===== config.mk =====
export PLATFORM = sky130hd
export DESIGN_NAME = io_route_decoder
export DESIGN_NICKNAME = d
export VERILOG_FILES = /design/src/rtl/io_route_pkg.sv /design/src/rtl/io_route_cfg.sv /design/src/rtl/io_fixed_match.sv /design/src/rtl/io_range_match.sv /design/src/rtl/io_route_decoder.sv
export SDC_FILE = /design/constraint.sdc
export NUM_CORES = 1
export LEC_CHECK = 0
export CAP_MARGIN = 5
export CORE_ASPECT_RATIO = 0.7
export CORE_UTILIZATION = 50
export DETAILED_ROUTE_END_ITERATION = 10
export GPL_TIMING_DRIVEN = 1
export PLACE_DENSITY = 0.84
export SLEW_MARGIN = 20
export SYNTH_ARGS = -nofsm -noshare
export SYNTH_HDL_FRONTEND = slang
export SYNTH_SLANG_ARGS = --single-unit

===== constraint.sdc =====
create_clock -name clk -period 3.3 [get_ports clk]
set_input_delay 0.66 -clock clk [delete_from_list [all_inputs] [get_ports clk]]
set_output_delay 0.66 -clock clk [all_outputs]
set_load 0.05 [all_outputs]

===== src/rtl/io_route_pkg.sv =====
package io_route_pkg;
    localparam int CFG_W    = 32;
    localparam int SRC_BITS = 18;
    localparam int GLB_BIT  = 16;
    localparam int ROM_BIT  = 15;
    localparam logic [CFG_W-1:0] ROUTE_WMASK = 32'h0003_FFFF;

    typedef struct packed {
        logic valid;
        logic isa;
        logic lpc;
        logic none;
        logic multi;
        logic rom;
    } route_t;
endpackage


===== src/rtl/io_route_cfg.sv =====
module io_route_cfg
    import io_route_pkg::*;
#(
    parameter int NDMA = 3
) (
    input  logic             clk,
    input  logic             rst_n,
    input  logic             wr_en,
    input  logic             wr_sel,
    input  logic [3:0]       wr_be,
    input  logic [CFG_W-1:0] wr_data,
    output logic [CFG_W-1:0] route_q,
    output logic [NDMA-1:0]  dma_q
);
    localparam int NBYTES = CFG_W / 8;

    typedef struct packed {
        logic [CFG_W-1:0] route;
        logic [NDMA-1:0]  dma;
    } cfg_t;

    cfg_t st_d, st_q;
    logic [CFG_W-1:0] merged;

    for (genvar b = 0; b < NBYTES; b++) begin : g_lane
        assign merged[b*8 +: 8] = wr_be[b] ? wr_data[b*8 +: 8] : st_q.route[b*8 +: 8];
    end

    always_comb begin
        st_d = st_q;
        if (wr_en && !wr_sel) begin
            st_d.route = merged & ROUTE_WMASK;
        end
        if (wr_en && wr_sel && wr_be[0]) begin
            st_d.dma = wr_data[NDMA-1:0];
        end
    end

    always_ff @(posedge clk or negedge rst_n) begin
        if (!rst_n) st_q <= '0;
        else        st_q <= st_d;
    end

    assign route_q = st_q.route;
    assign dma_q   = st_q.dma;
endmodule


===== src/rtl/io_fixed_match.sv =====
module io_fixed_match
    import io_route_pkg::*;
#(
    parameter int AW = 16
) (
    input  logic [AW-1:0]       addr,
    output logic [SRC_BITS-1:0] hit
);
    always_comb begin
        hit     = '0;
        hit[17] = (addr >= AW'(16'h070)) && (addr <= AW'(16'h073));
        hit[14] = (addr == AW'(16'h04E)) || (addr == AW'(16'h04F));
        hit[13] = (addr == AW'(16'h02E)) || (addr == AW'(16'h02F));
        hit[12] = (addr == AW'(16'h388)) || (addr == AW'(16'h389));
        hit[11] = (addr == AW'(16'h062)) || (addr == AW'(16'h066));
        hit[10] = (addr == AW'(16'h060)) || (addr == AW'(16'h064));
    end
endmodule


===== src/rtl/io_range_match.sv =====
module io_range_match #(
    parameter int AW = 16
) (
    input  logic [AW-1:0] addr,
    input  logic [AW-1:0] base,
    input  logic [AW-1:0] size,
    output logic          hit
);
    logic [AW:0] offs;
    assign offs = {1'b0, addr} - {1'b0, base};
    assign hit  = (size != '0) && (addr >= base) && (offs < {1'b0, size});
endmodule


===== src/rtl/io_route_decoder.sv =====
module io_route_decoder
    import io_route_pkg::*;
#(
    parameter int AW    = 16,
    parameter int NPROG = 10,
    parameter int NDMA  = 3
) (
    input  logic              clk,
    input  logic              rst_n,
    input  logic              cfg_wr_en,
    input  logic              cfg_addr,
    input  logic [3:0]        cfg_be,
    input  logic [CFG_W-1:0]  cfg_wdata,
    output logic [CFG_W-1:0]  cfg_rdata,
    input  logic              io_valid,
    input  logic [AW-1:0]     io_addr,
    input  logic              rom_req,
    input  logic [NPROG*AW-1:0] prog_base,
    input  logic [NPROG*AW-1:0] prog_size,
    output logic              route_valid,
    output logic              isa_sel,
    output logic              lpc_sel,
    output logic              none_sel,
    output logic              multi_hit,
    output logic              rom_lpc,
    input  logic [NDMA-1:0]   drq_isa,
    input  logic              ldrq,
    output logic [NDMA-1:0]   drq_out
);
    localparam int IDX_W = $clog2(SRC_BITS);

    logic [CFG_W-1:0]    route_q;
    logic [NDMA-1:0]     dma_q;
    logic [SRC_BITS-1:0] fixed_hit;
    logic [NPROG-1:0]    prog_hit;
    logic [SRC_BITS-1:0] hit_vec;

    io_route_cfg #(.NDMA(NDMA)) u_cfg (
        .clk     (clk),
        .rst_n   (rst_n),
        .wr_en   (cfg_wr_en),
        .wr_sel  (cfg_addr),
        .wr_be   (cfg_be),
        .wr_data (cfg_wdata),
        .route_q (route_q),
        .dma_q   (dma_q)
    );

    io_fixed_match #(.AW(AW)) u_fixed (
        .addr (io_addr),
        .hit  (fixed_hit)
    );

    for (genvar i = 0; i < NPROG; i++) begin : g_prog
        io_range_match #(.AW(AW)) u_rng (
            .addr (io_addr),
            .base (prog_base[i*AW +: AW]),
            .size (prog_size[i*AW +: AW]),
            .hit  (prog_hit[i])
        );
    end

    always_comb begin
        hit_vec = fixed_hit;
        for (int i = 0; i < NPROG; i++) begin
            hit_vec[i] = prog_hit[i];
        end
        hit_vec[GLB_BIT] = 1'b0;
        hit_vec[ROM_BIT] = 1'b0;
    end

    route_t st_d, st_q;
    logic             any_hit;
    logic [IDX_W-1:0] win_idx;
    logic             glb;
    logic             claim_lpc;

    always_comb begin
        win_idx = '0;
        for (int i = SRC_BITS - 1; i >= 0; i--) begin
            if (hit_vec[i]) win_idx = IDX_W'(i);
        end
        any_hit   = |hit_vec;
        glb       = route_q[GLB_BIT];
        claim_lpc = route_q[win_idx] ^ glb;

        st_d = '0;
        if (io_valid) begin
            st_d.valid = 1'b1;
            st_d.multi = $countones(hit_vec) > 1;
            st_d.rom   = rom_req & route_q[ROM_BIT];
            if (any_hit) begin
                st_d.lpc = claim_lpc;
                st_d.isa = !claim_lpc;
            end else begin
                st_d.lpc  = glb;
                st_d.none = !glb;
            end
        end
    end

    always_ff @(posedge clk or negedge rst_n) begin
        if (!rst_n) st_q <= '0;
        else        st_q <= st_d;
    end

    assign route_valid = st_q.valid;
    assign isa_sel     = st_q.isa;
    assign lpc_sel     = st_q.lpc;
    assign none_sel    = st_q.none;
    assign multi_hit   = st_q.multi;
    assign rom_lpc     = st_q.rom;

    for (genvar c = 0; c < NDMA; c++) begin : g_drq
        assign drq_out[c] = dma_q[c] ? ldrq : drq_isa[c];
    end

    assign cfg_rdata = cfg_addr ? {{(CFG_W-NDMA){1'b0}}, dma_q} : route_q;
endmodule


---- Word level (Yosys, flattened, before mapping) ----
Index checks and enable logic that the tools add are counted.
operators by class
  eq/ne operators ......................... 10
  bitwise operators ....................... 2
  magnitude comparators ................... 24
  $add $sub $neg .......................... 25
  mux-type cells .......................... 26
  reductions and logical operators ........ 46
operators by type and width
  cell                    number
  $lt A17 B16 Y1          10
  $sub A16 B16 Y17        10
  $ge A16 B16 Y1          10
  $reduce_bool A16 Y1     10
  $eq A16 B7 Y1 const B   6
  $mux W5                 16
  $eq A16 B10 Y1 const B  2
  $eq A16 B6 Y1 const B   2
  $logic_and A1 B1 Y1     24
  $mux W18                1
  $ge A16 B7 Y1 const B   1
  $le A16 B7 Y1 const B   1
  $reduce_or A16 Y1       1
  $add A1 B1 Y2           7
  $add A2 B2 Y3           3
  $add A3 B3 Y4           2
  $mux W1                 7
  $add A5 B1 Y6           1
  $gt A6 B1 Y1 const B    1
  $lt A5 B6 Y1 const B    1
  $mux W6                 1
  $reduce_and A2 Y1       3
  $add A4 B4 Y5           1
  $bmux W1 S5             1
  5 further kinds         11
storage, ports and cells
  register bits after elaboration ......... 27
  logic and storage cells ................. 143
  output and inout port bits .............. 41
  input bits .............................. 382

---- Depth between registers and ports, before layout ----
Gate-level depths: netlist (run 1).
  depth in word-level cells ............... 24
  depth in mapped cells ................... 33
  gate-level depth less buffers ........... 33

---- Modules after synthesis ----
A second synthesis (run 1) with hierarchy kept.
second synthesis, totals
  cell total of the unflattened synthesis .. 2130
  area total of the unflattened synthesis .. 15537.4 µm²
modules (own cells, without submodules)
  module            instances  sequential area each (µm²)  cells an instance  area each (µm²)
  io_range_match    10         0.0                         188                1310.0
  io_route_decoder  1          150.1                       153                1280.0
  io_route_cfg      1          525.5                       61                 905.9
  io_fixed_match    1          0.0                         36                 251.5

---- Worst setup path before layout (run 1) ----
Ideal clock, no wire load.
  path kind ............................... input to register
  start point ............................. input port io_addr[0]
  end point ............................... register st_q (netlist bit multi_hit)
  path buffers ............................ 0
  arrival time ............................ 6.819 ns
  setup time .............................. 0.129 ns
  slack ................................... -3.648 ns
  stages on the path ...................... 33
  required time ........................... 3.171 ns
  path through ............................ inv_1 ha_1 nor2b_1 o21ai_0 nand2_1 a21o_1 a21o_1 a21oi_1 nor2_1 o21ai_0 nand2_1 a21o_1 a21oi_1 xnor2_1 ha_1 nand3_1 or4_1 o211a_1 o2111ai_1 a311oi_1 fa_1 fa_1 inv_1 fa_1 inv_1 fa_1 ha_1 inv_1 fa_1 inv_1 nand3_1 o21ai_0 a31oi_1
RTL lines
  element               RTL line                 source
  from (decl)           io_route_decoder.sv:16   input logic [AW-1:0] io_addr,
  to (signal assigned)  io_route_decoder.sv:104  else st_q <= st_d;
  to (decl)             io_route_decoder.sv:72   route_t st_d, st_q;

==> flow_metrics.py, run 1 <==
metrics = {
    "pwr": {
        "internal_power_mw": 3.33,
        "ir_drop_v": 0.000206,
        "combPwrFrac_pct": 88.3,
        "switching_component_of_the_power_mw": 2.92,
        "power.share.switching_pct": 46.7,
        "seq_power_share_pct": 7.1,
        "power.density_cell_area_nw_per_um2": 261,
        "p_leak_nw": 12.5,
        "share_of_power_burned_in_the_clock_network_pct": 4.6,
        "post-layout-total-power_mw": 6.25,
    },
    "detailed_routing": {
        "num_vias": 19200,
        "post_drt_wl_per_cell_um": 20.4,
        "via_per_inst": 5.90,
        "post-route-drc-count": 0,
        "drt-initial-drc-count": 1774,
        "drt-pass1-iter-count": 8,
        "antenna_left": 0,
        "drt_wl_total_mm": 66.7,
    },
    "yosys": {
        "netlist_instances": 1926,
        "synth-seq-area-share_pct": 4.79,
        "combinational_family_with_the_most_area_after_synthesis": "adder cells",
        "cell_type_with_the_largest_total_area_after_synthesis": "sky130_fd_sc_hd__ha_1",
        "synthMuxAreaShare_pct": 2.59,
        "fraction_of_synthesis_flops_using_an_asynchronous_set_or_reset_pin_pct": 100,
        "synthesized_area_sq_um": 14100,
        "synth_top_flop_cell": "sky130_fd_sc_hd__dfrtp_1",
        "synthesis.area_per_instance_sq_um": 7.32,
        "flip_flop_and_latch_count_after_synthesis": 27,
        "synth_adder_area_share_pct": 30.9,
        "synth.area.top_cells": "sky130_fd_sc_hd__ha_1, sky130_fd_sc_hd__inv_1, sky130_fd_sc_hd__a21oi_1, sky130_fd_sc_hd__xnor2_1, sky130_fd_sc_hd__dfrtp_1",
        "synth.top_cell.area_share_pct": 28.0,
        "synth_cell_types": 74,
        "synth_compound_area_share_pct": 25.6,
        "synth_enable_flop_cells": 0,
        "post_synth_and_or_nand_nor_area_fraction_pct": 17.6,
        "synth_xor_area_share_pct": 7.70,
        "synth-warning-count": 0,
    },
    "sta": {
        "hold_violations": 0,
        "final_critical_path_setup_slack_ps": -3720,
        "total_count_of_max_transition_violations_in_the_final_report": 0,
        "slew_headroom_pct": 60.0,
        "final_min_period_over_clock_period_pct": 213,
        "setup_viol": 4,
        "worst_clock_skew_ps": 7.88,
        "tightest_slew_ps": 592,
        "grt_setup_unrepaired": "yes",
        "clock.fmax_mhz": 142,
        "post-route-min-period_ps": 7020,
    },
    "outcome": {
        "outcome": "complete, but fails checks",
        "failed_checks": "negative setup slack",
    },
    "worst_setup_path": {
        "timing.critical_path.mode_cell": "sky130_fd_sc_hd__fa_1",
        "critical_path.max_stage_delay_ps": 510,
        "path_max_fanout": 4,
        "worst_ep_arrival_time_ps": 7180,
        "r2r_start": "u_cfg.route_q[14]",
        "endpoint_kind": "flip-flop",
        "slowest_cp_cell": "sky130_fd_sc_hd__fa_1",
        "reg2reg_slack_ps": 1600,
        "path_class": "primary input to flip-flop",
        "worst_r2r_path_depth": 7,
        "setup.worst_path.start_class": "primary input",
        "worst_ep_required_time_ps": 3460,
        "worst_r2r_endpoint": "isa_sel",
    },
    "global_route": {
        "gr_ovfl_total": 0,
        "antenna_found_initial": 2,
        "grt_first_pass_wirelength_mm": 96.6,
        "grt_usage_pct": 41.9,
        "grt_pass1_vias": 19100,
        "grt_start_max_net_pins": 28,
    },
    "clock_tree": {
        "postCtsHoldBufs": 0,
        "cts_inserted_buffers": 3,
        "clock_sink_count": 27,
        "cts.reportedPaths.clkPinSlew_ps": 70,
        "cts_tree": "yes",
        "cts_buffer_depth": 2,
        "clock_insertion_delay_worst_skew_ps": 270,
        "cts_max_level": 1,
        "cts_root_buf": "sky130_fd_sc_hd__clkbuf_16",
    },
    "layout": {
        "synthesis_to_layout_area_growth_pct": 69.6,
        "final-instance-count-excl-fill": 3265,
        "num-nets-final": 3611,
        "core_utilization_of_the_finished_layout_pct": 86.1,
        "fillerInstances": 1541,
        "drive_gt1_share_pct": 27.8,
    },
    "job": {
        "maxCapViolCount": 0,
    },
    "min_path": {
        "worstHoldEndpoint": "u_cfg.route_q[12]",
        "min-delay-path-class": "flip-flop to flip-flop",
        "timing.hold.worst.start": "u_cfg.route_q[12]",
        "timing.hold.worst_path_depth": 1,
    },
    "floorplan": {
        "initial_core_util_pct": 50.8,
        "die_area_sq_um": 28900,
        "top_level_ports": 423,
        "rows": 51,
        "core_region_area_sq_um": 27800,
        "fp.dieH_um": 143,
        "die-width_um": 203,
    },
    "place": {
        "pre_cts_ws_ps": -4550,
        "hpwl_mm": 50.5,
        "place.port_buffers": 393,
        "gp_routability_congestion": 0.974,
        "dpl.cell_count": 3189,
    },
}
-- metal layers --
| metal | share of wire, % | up-vias | global-route usage (%) |
|---|---|---|---|
| li1 | - | 8783 | - |
| met1 | 38 | 8853 | 51.1 |
| met2 | 45 | 1246 | 71.8 |
| met3 | 11 | 367 | 6.09 |
| met4 | 6.8 | 0 | 21.4 |
| met5 | 0 | - | 0.170 |
-- how the worst max path moves through the flow --
| stage | endpoint | slack [ps] | cells past startpoint | start |
|---|---|---|---|---|
| global route | multi_hit | -3920 | 32 | io_addr[0] |
| global placement | multi_hit | -4260 | 31 | io_addr[2] |
| CTS | multi_hit | -3650 | 32 | io_addr[0] |
| finish | multi_hit | -3720 | 34 | io_addr[0] |
| detailed placement | multi_hit | -4550 | 31 | io_addr[2] |
| floorplan | multi_hit | -3400 | 30 | io_addr[0] |
-- through the flow --
stage / hold WS [ps] / setup TNS, ps / instance area, sq um
2_1_floorplan: 364 / -9710 / 14200
3_3_place_gp: 489 / -14360 / 22400
3_5_place_dp: 500 / -15350 / 22400
4_1_cts: 519 / -11550 / 23500
5_1_grt: 529 / -12700 / 23900
6_report: 520 / -12040 / 23900
-- area by class of cell --
class	count	area, sq um	share of cell area [%]
flip-flops and latches	27	676	2.83
diodes	2	5.00	0.0209
well taps	371	464	1.94
inverters	374	1410	5.90
multi-input cells	1521	12800	53.7
repair buffers	966	8420	35.2
clock buffers	3	75.1	0.314
clock inverters	1	7.51	0.0314
-- synthesized netlist by cell type, types with 18 or more instances --
cell type	count
sky130_fd_sc_hd__inv_1	373
sky130_fd_sc_hd__ha_1	316
sky130_fd_sc_hd__a21oi_1	169
sky130_fd_sc_hd__nor2_1	105
sky130_fd_sc_hd__xnor2_1	94
sky130_fd_sc_hd__a21o_1	88
sky130_fd_sc_hd__nand2_1	79
sky130_fd_sc_hd__o21ai_0	72
sky130_fd_sc_hd__nor4_1	48
sky130_fd_sc_hd__nand4_1	43
sky130_fd_sc_hd__nand3_1	40
sky130_fd_sc_hd__nor2b_1	39
sky130_fd_sc_hd__o21a_1	38
sky130_fd_sc_hd__xor2_1	30
sky130_fd_sc_hd__mux2_2	28
sky130_fd_sc_hd__o21bai_1	28
sky130_fd_sc_hd__dfrtp_1	27
sky130_fd_sc_hd__nor3_1	24
sky130_fd_sc_hd__nand2b_1	23
sky130_fd_sc_hd__fa_1	20
sky130_fd_sc_hd__a211oi_1	19
sky130_fd_sc_hd__and3_1	18
-- cells in the final DEF (no fill, tap or decap), types with 18 or more instances in the layout --
cell type and n:
sky130_fd_sc_hd__a21o_1 88, sky130_fd_sc_hd__a21oi_1 143, sky130_fd_sc_hd__a21oi_2 23, sky130_fd_sc_hd__buf_4 565, sky130_fd_sc_hd__clkdlybuf4s50_1 347, sky130_fd_sc_hd__dfrtp_1 27
sky130_fd_sc_hd__dlygate4sd2_1 18, sky130_fd_sc_hd__ha_1 291, sky130_fd_sc_hd__inv_1 358, sky130_fd_sc_hd__mux2_2 27, sky130_fd_sc_hd__nand2_1 76, sky130_fd_sc_hd__nand2b_1 23
sky130_fd_sc_hd__nand3_1 33, sky130_fd_sc_hd__nand4_1 43, sky130_fd_sc_hd__nor2_1 103, sky130_fd_sc_hd__nor2b_1 33, sky130_fd_sc_hd__nor3_1 21, sky130_fd_sc_hd__nor4_1 45
sky130_fd_sc_hd__o21a_1 38, sky130_fd_sc_hd__o21ai_0 55, sky130_fd_sc_hd__o21bai_1 27, sky130_fd_sc_hd__xnor2_1 93, sky130_fd_sc_hd__xor2_1 30
-- logic make-up (layout without fill, tap and decap cells) --
| family | count (synthesis) | count (layout) |
|---|---|---|
| adder cells (fa/ha/maj) | 336 | 336 |
| flip-flops | 27 | 27 |
| AND/OR/NAND/NOR | 469 | 469 |
| XOR/XNOR | 124 | 124 |
| buffers and inverters | 391 | 1344 |
| AO/OA/AOI/OAI | 545 | 545 |
| other | 1 | 16 |
| multiplexers | 33 | 33 |
-- power by group through the flow --
stage               combinational [mW]  sequential [mW]  clock, mW
floorplan                         2.59            0.489          0
global placement                  4.51            0.439          0
detailed placement                4.75            0.448          0
CTS                               5.07            0.441      0.287
global route                      5.88            0.451      0.300
finish                            5.51            0.445      0.287
-- worst max-delay path: cells and delay by family --
family,cells,cell delay [ps]
fa+ha+maj,9,3180
buf+inv,8,720
xor+xnor,1,180
simple gates,4,250
compound gates,12,2190
-- state kept, by name, summed over array words and instances, names as in the netlist --
signal	flops
lpc_sel	1
u_cfg.route_q	18
multi_hit	1
none_sel	1
u_cfg.dma_q	3
rom_lpc	1
route_valid	1
isa_sel	1
-- what timing repair did --
item / CTS / global route
cloned: 1 / 1
gates resized for setup: 174 / 72
buffers inserted: 54 / 17
pin swaps: 142 / 86
endpoints found under the setup margin: 4 / 4
Power figures use the tool's default switching activity.
==> run 2: changes to the inputs <==
--- a/config.mk
+++ b/config.mk
@@ -5,6 +5,7 @@
 export SDC_FILE = /design/constraint.sdc
 export NUM_CORES = 1
 export LEC_CHECK = 0
+export ABC_AREA = 1
 export CAP_MARGIN = 5
 export CORE_ASPECT_RATIO = 0.7
 export CORE_UTILIZATION = 50
==> run 2 against run 1 <==
  * The run still ends with negative setup slack left
  * Clock-buffer cell count up 1
  * Clock power down 2%
  * Via count about the same
  * Fmax rose by 5.1%
  * Combinational power decreased by 4.4%
  * Final cell count up 7.9%
  * Global-route usage decreased by 2.0 points
  * Critical endpoint unchanged
  * Highest routed layer is now met5
==> flow_metrics.py, run 2 <==
metrics = {
    "layout": {
        "layout.area.seq_sq_um": 676,
        "final-instance-count-excl-fill": 3522,
        "fillerInstances": 1721,
        "drive_gt1_share_pct": 23.0,
        "core_utilization_of_the_finished_layout_pct": 84.1,
        "synthesis_to_layout_area_growth_pct": 64.8,
        "num-nets-final": 3869,
        "multi_input_area_sq_um": 12200,
        "mostFrequentLayoutCell": "sky130_fd_sc_hd__buf_4",
        "highest_count_cells_in_the_layout_ignoring_fill_and_taps": "sky130_fd_sc_hd__buf_4, sky130_fd_sc_hd__inv_1, sky130_fd_sc_hd__nand2_1",
        "largest_register_ffs": 18,
    },
    "sta": {
        "final_critical_path_setup_slack_ps": -3380,
        "slew_headroom_pct": 60.1,
        "total_count_of_max_transition_violations_in_the_final_report": 0,
        "clock.fmax_mhz": 150,
        "worst_clock_skew_ps": 6.89,
        "post-route-min-period_ps": 6680,
        "final_min_period_over_clock_period_pct": 202,
        "setup_viol": 4,
        "grt_setup_unrepaired": "yes",
        "tightest_slew_ps": 596,
        "hold_violations": 0,
    },
    "worst_setup_path": {
        "path_max_fanout": 5,
        "critical_path.max_stage_delay_ps": 500,
        "worst_ep_required_time_ps": 3450,
        "timing.critical_path.mode_cell": "sky130_fd_sc_hd__fa_1",
        "setup.worst_path.start_class": "primary input",
        "path_class": "primary input to flip-flop",
        "endpoint_kind": "flip-flop",
        "worst_ep_arrival_time_ps": 6830,
        "slowest_cp_cell": "sky130_fd_sc_hd__fa_1",
    },
    "global_route": {
        "grt_pass1_vias": 18900,
        "gr_ovfl_total": 0,
        "antenna_found_initial": 2,
        "grt_usage_pct": 39.9,
        "grt_start_max_net_pins": 28,
        "grt_first_pass_wirelength_mm": 92.8,
    },
    "pwr": {
        "p_leak_nw": 12.8,
        "power.density_cell_area_nw_per_um2": 255,
        "share_of_power_burned_in_the_clock_network_pct": 4.7,
        "combPwrFrac_pct": 88.2,
        "power.share.switching_pct": 48.7,
        "internal_power_mw": 3.07,
        "ir_drop_v": 0.000235,
        "switching_component_of_the_power_mw": 2.91,
        "seq_power_share_pct": 7.1,
    },
    "detailed_routing": {
        "drt-initial-drc-count": 1371,
        "post-route-drc-count": 0,
        "drt-pass1-iter-count": 6,
        "num_vias": 19300,
        "antenna_left": 0,
        "drt_wl_total_mm": 60.5,
        "post_drt_wl_per_cell_um": 17.2,
        "via_per_inst": 5.47,
    },
    "clock_tree": {
        "clock_insertion_delay_worst_skew_ps": 270,
        "cts_max_level": 1,
        "cts_tree": "yes",
        "cts_buffer_depth": 2,
        "cts_root_buf": "sky130_fd_sc_hd__clkbuf_16",
        "postCtsHoldBufs": 0,
        "cts_inserted_buffers": 3,
        "cts.reportedPaths.clkPinSlew_ps": 70,
        "clock_sink_count": 27,
    },
    "yosys": {
        "synth_enable_flop_cells": 0,
        "synth-seq-area-share_pct": 4.75,
        "fraction_of_synthesis_flops_using_an_asynchronous_set_or_reset_pin_pct": 100,
        "synth_top_flop_cell": "sky130_fd_sc_hd__dfrtp_1",
        "flip_flop_and_latch_count_after_synthesis": 27,
        "cell_with_the_most_instances_after_synthesis": "sky130_fd_sc_hd__inv_1",
        "netlist_instances": 2225,
        "synth.cells.most_frequent": "sky130_fd_sc_hd__inv_1, sky130_fd_sc_hd__nand2_1, sky130_fd_sc_hd__ha_1",
        "synth.top_cell.area_share_pct": 27.8,
        "synth-warning-count": 0,
        "synth_cell_types": 66,
        "synthesized_area_sq_um": 14200,
        "synth.area.top_cells": "sky130_fd_sc_hd__ha_1, sky130_fd_sc_hd__inv_1, sky130_fd_sc_hd__nand2_1, sky130_fd_sc_hd__a21oi_1, sky130_fd_sc_hd__xor2_1",
        "synthesis.area_per_instance_sq_um": 6.40,
        "cell_type_with_the_largest_total_area_after_synthesis": "sky130_fd_sc_hd__ha_1",
    },
    "job": {
        "maxCapViolCount": 0,
    },
    "place": {
        "hpwl_mm": 50.4,
        "place.port_buffers": 393,
        "dpl.cell_count": 3495,
        "pre_cts_ws_ps": -4160,
        "gp_routability_congestion": 1.02,
    },
    "floorplan": {
        "die_area_sq_um": 29200,
        "initial_core_util_pct": 51.0,
        "top_level_ports": 423,
        "die-width_um": 204,
        "rows": 51,
        "core_region_area_sq_um": 27900,
        "fp.dieH_um": 143,
    },
    "min_path": {
        "min-delay-path-class": "flip-flop to flip-flop",
    },
    "outcome": {
        "outcome": "complete, but fails checks",
        "failed_checks": "negative setup slack",
    },
}
[run 2: cell count changes after synthesis, sizes merged, moves of 23 or more]
| cell | previous run | this run |
|---|---|---|
| xnor2 | 94 | 53 |
| a21oi | 169 | 238 |
| mux2 | 28 | 3 |
| o21a | 38 | 8 |
| inv | 374 | 496 |
| nand2 | 79 | 401 |
| nand2b | 23 | 0 |
| nand3 | 40 | 100 |
| xor2 | 30 | 85 |
| a21o | 89 | 12 |
| nor2b | 39 | 0 |
| nor2 | 106 | 144 |
[run 2: worst paths after layout]
check,slack (ps),from,to,depth (start not counted)
setup reg to reg,1980,u_cfg.route_q[1],lpc_sel,9
hold reg to reg,540,u_cfg.dma_q[0],u_cfg.dma_q[0],2
min in group asynchronous,770,rst_n,u_cfg.route_q[12],2
max in group asynchronous,2260,rst_n,isa_sel,2
setup / recovery,-3380,io_addr[6],multi_hit,32
hold / removal,540,u_cfg.dma_q[0],u_cfg.dma_q[0],2
[run 2: through the flow]
stage	hold slack [ps]	instance area (sq um)	power, mW	setup TNS [ps]
2_1_floorplan	364	14300	3.15	-5950
3_3_place_gp	506	22500	5.06	-10500
3_5_place_dp	516	22500	5.29	-11100
4_1_cts	532	23200	5.77	-7580
5_1_grt	572	23400	6.44	-8740
6_report	542	23400	5.98	-7950
[run 2: critical path: cells and delay by family]
family	cells	cell delay (ps)
AND/OR/NAND/NOR	11	1250
AO/OA/AOI/OAI	5	570
XOR/XNOR	1	150
buffers and inverters	7	1020
adder cells (fa/ha/maj)	8	3140
[run 2: timing repair]
action	4_1_cts	5_1_grt
pin swaps	46	32
endpoints found under the setup margin	4	4
gates resized for setup	132	49
endpoints found under the hold margin	0	0
setup buffers	17	5
[run 2: cells by family (layout without fill, tap and decap cells)]
| kind of cell | Yosys count | count (layout) | share of synthesized area (%) |
|---|---|---|---|
| AOI/OAI and AO/OA | 425 | 425 | 17.1 |
| xor gates and xnor gates | 138 | 138 | 8.49 |
| adders and majority gates | 336 | 336 | 30.6 |
| buffers and inverters | 517 | 1429 | 14.1 |
| DFF | 27 | 27 | 4.75 |
| muxes | 3 | 3 | 0.237 |
| other | 1 | 15 | 0.0264 |
| and+or+nand+nor | 778 | 778 | 24.8 |
[run 2: power by group through the flow]
stage	clock (mW)	combinational, mW	sequential [mW]
2_1_floorplan	0	2.66	0.482
3_3_place_gp	0	4.63	0.426
3_5_place_dp	0	4.87	0.429
4_1_cts	0.277	5.07	0.423
5_1_grt	0.289	5.72	0.429
6_report	0.282	5.27	0.427
[run 2: area by class of cell]
cell class | instances | area share [%]
multi-input cells | 1694 | 52.0
clock buffers | 4 | 0.336
repair buffers | 928 | 34.8
inverters | 497 | 7.99
diodes | 1 | 0.0107
well taps | 371 | 1.98
flip-flops and latches | 27 | 2.88
[run 2: layer usage]
| metal | up-vias | share of wire, % | GRT usage, % |
|---|---|---|---|
| met2 | 1006 | 45 | 68.6 |
| met1 | 8784 | 41 | 49.5 |
| met5 | - | 0.023 | 0 |
| li1 | 9205 | - | - |
| met4 | 2 | 5.3 | 18.3 |
| met3 | 257 | 9.0 | 5.18 |
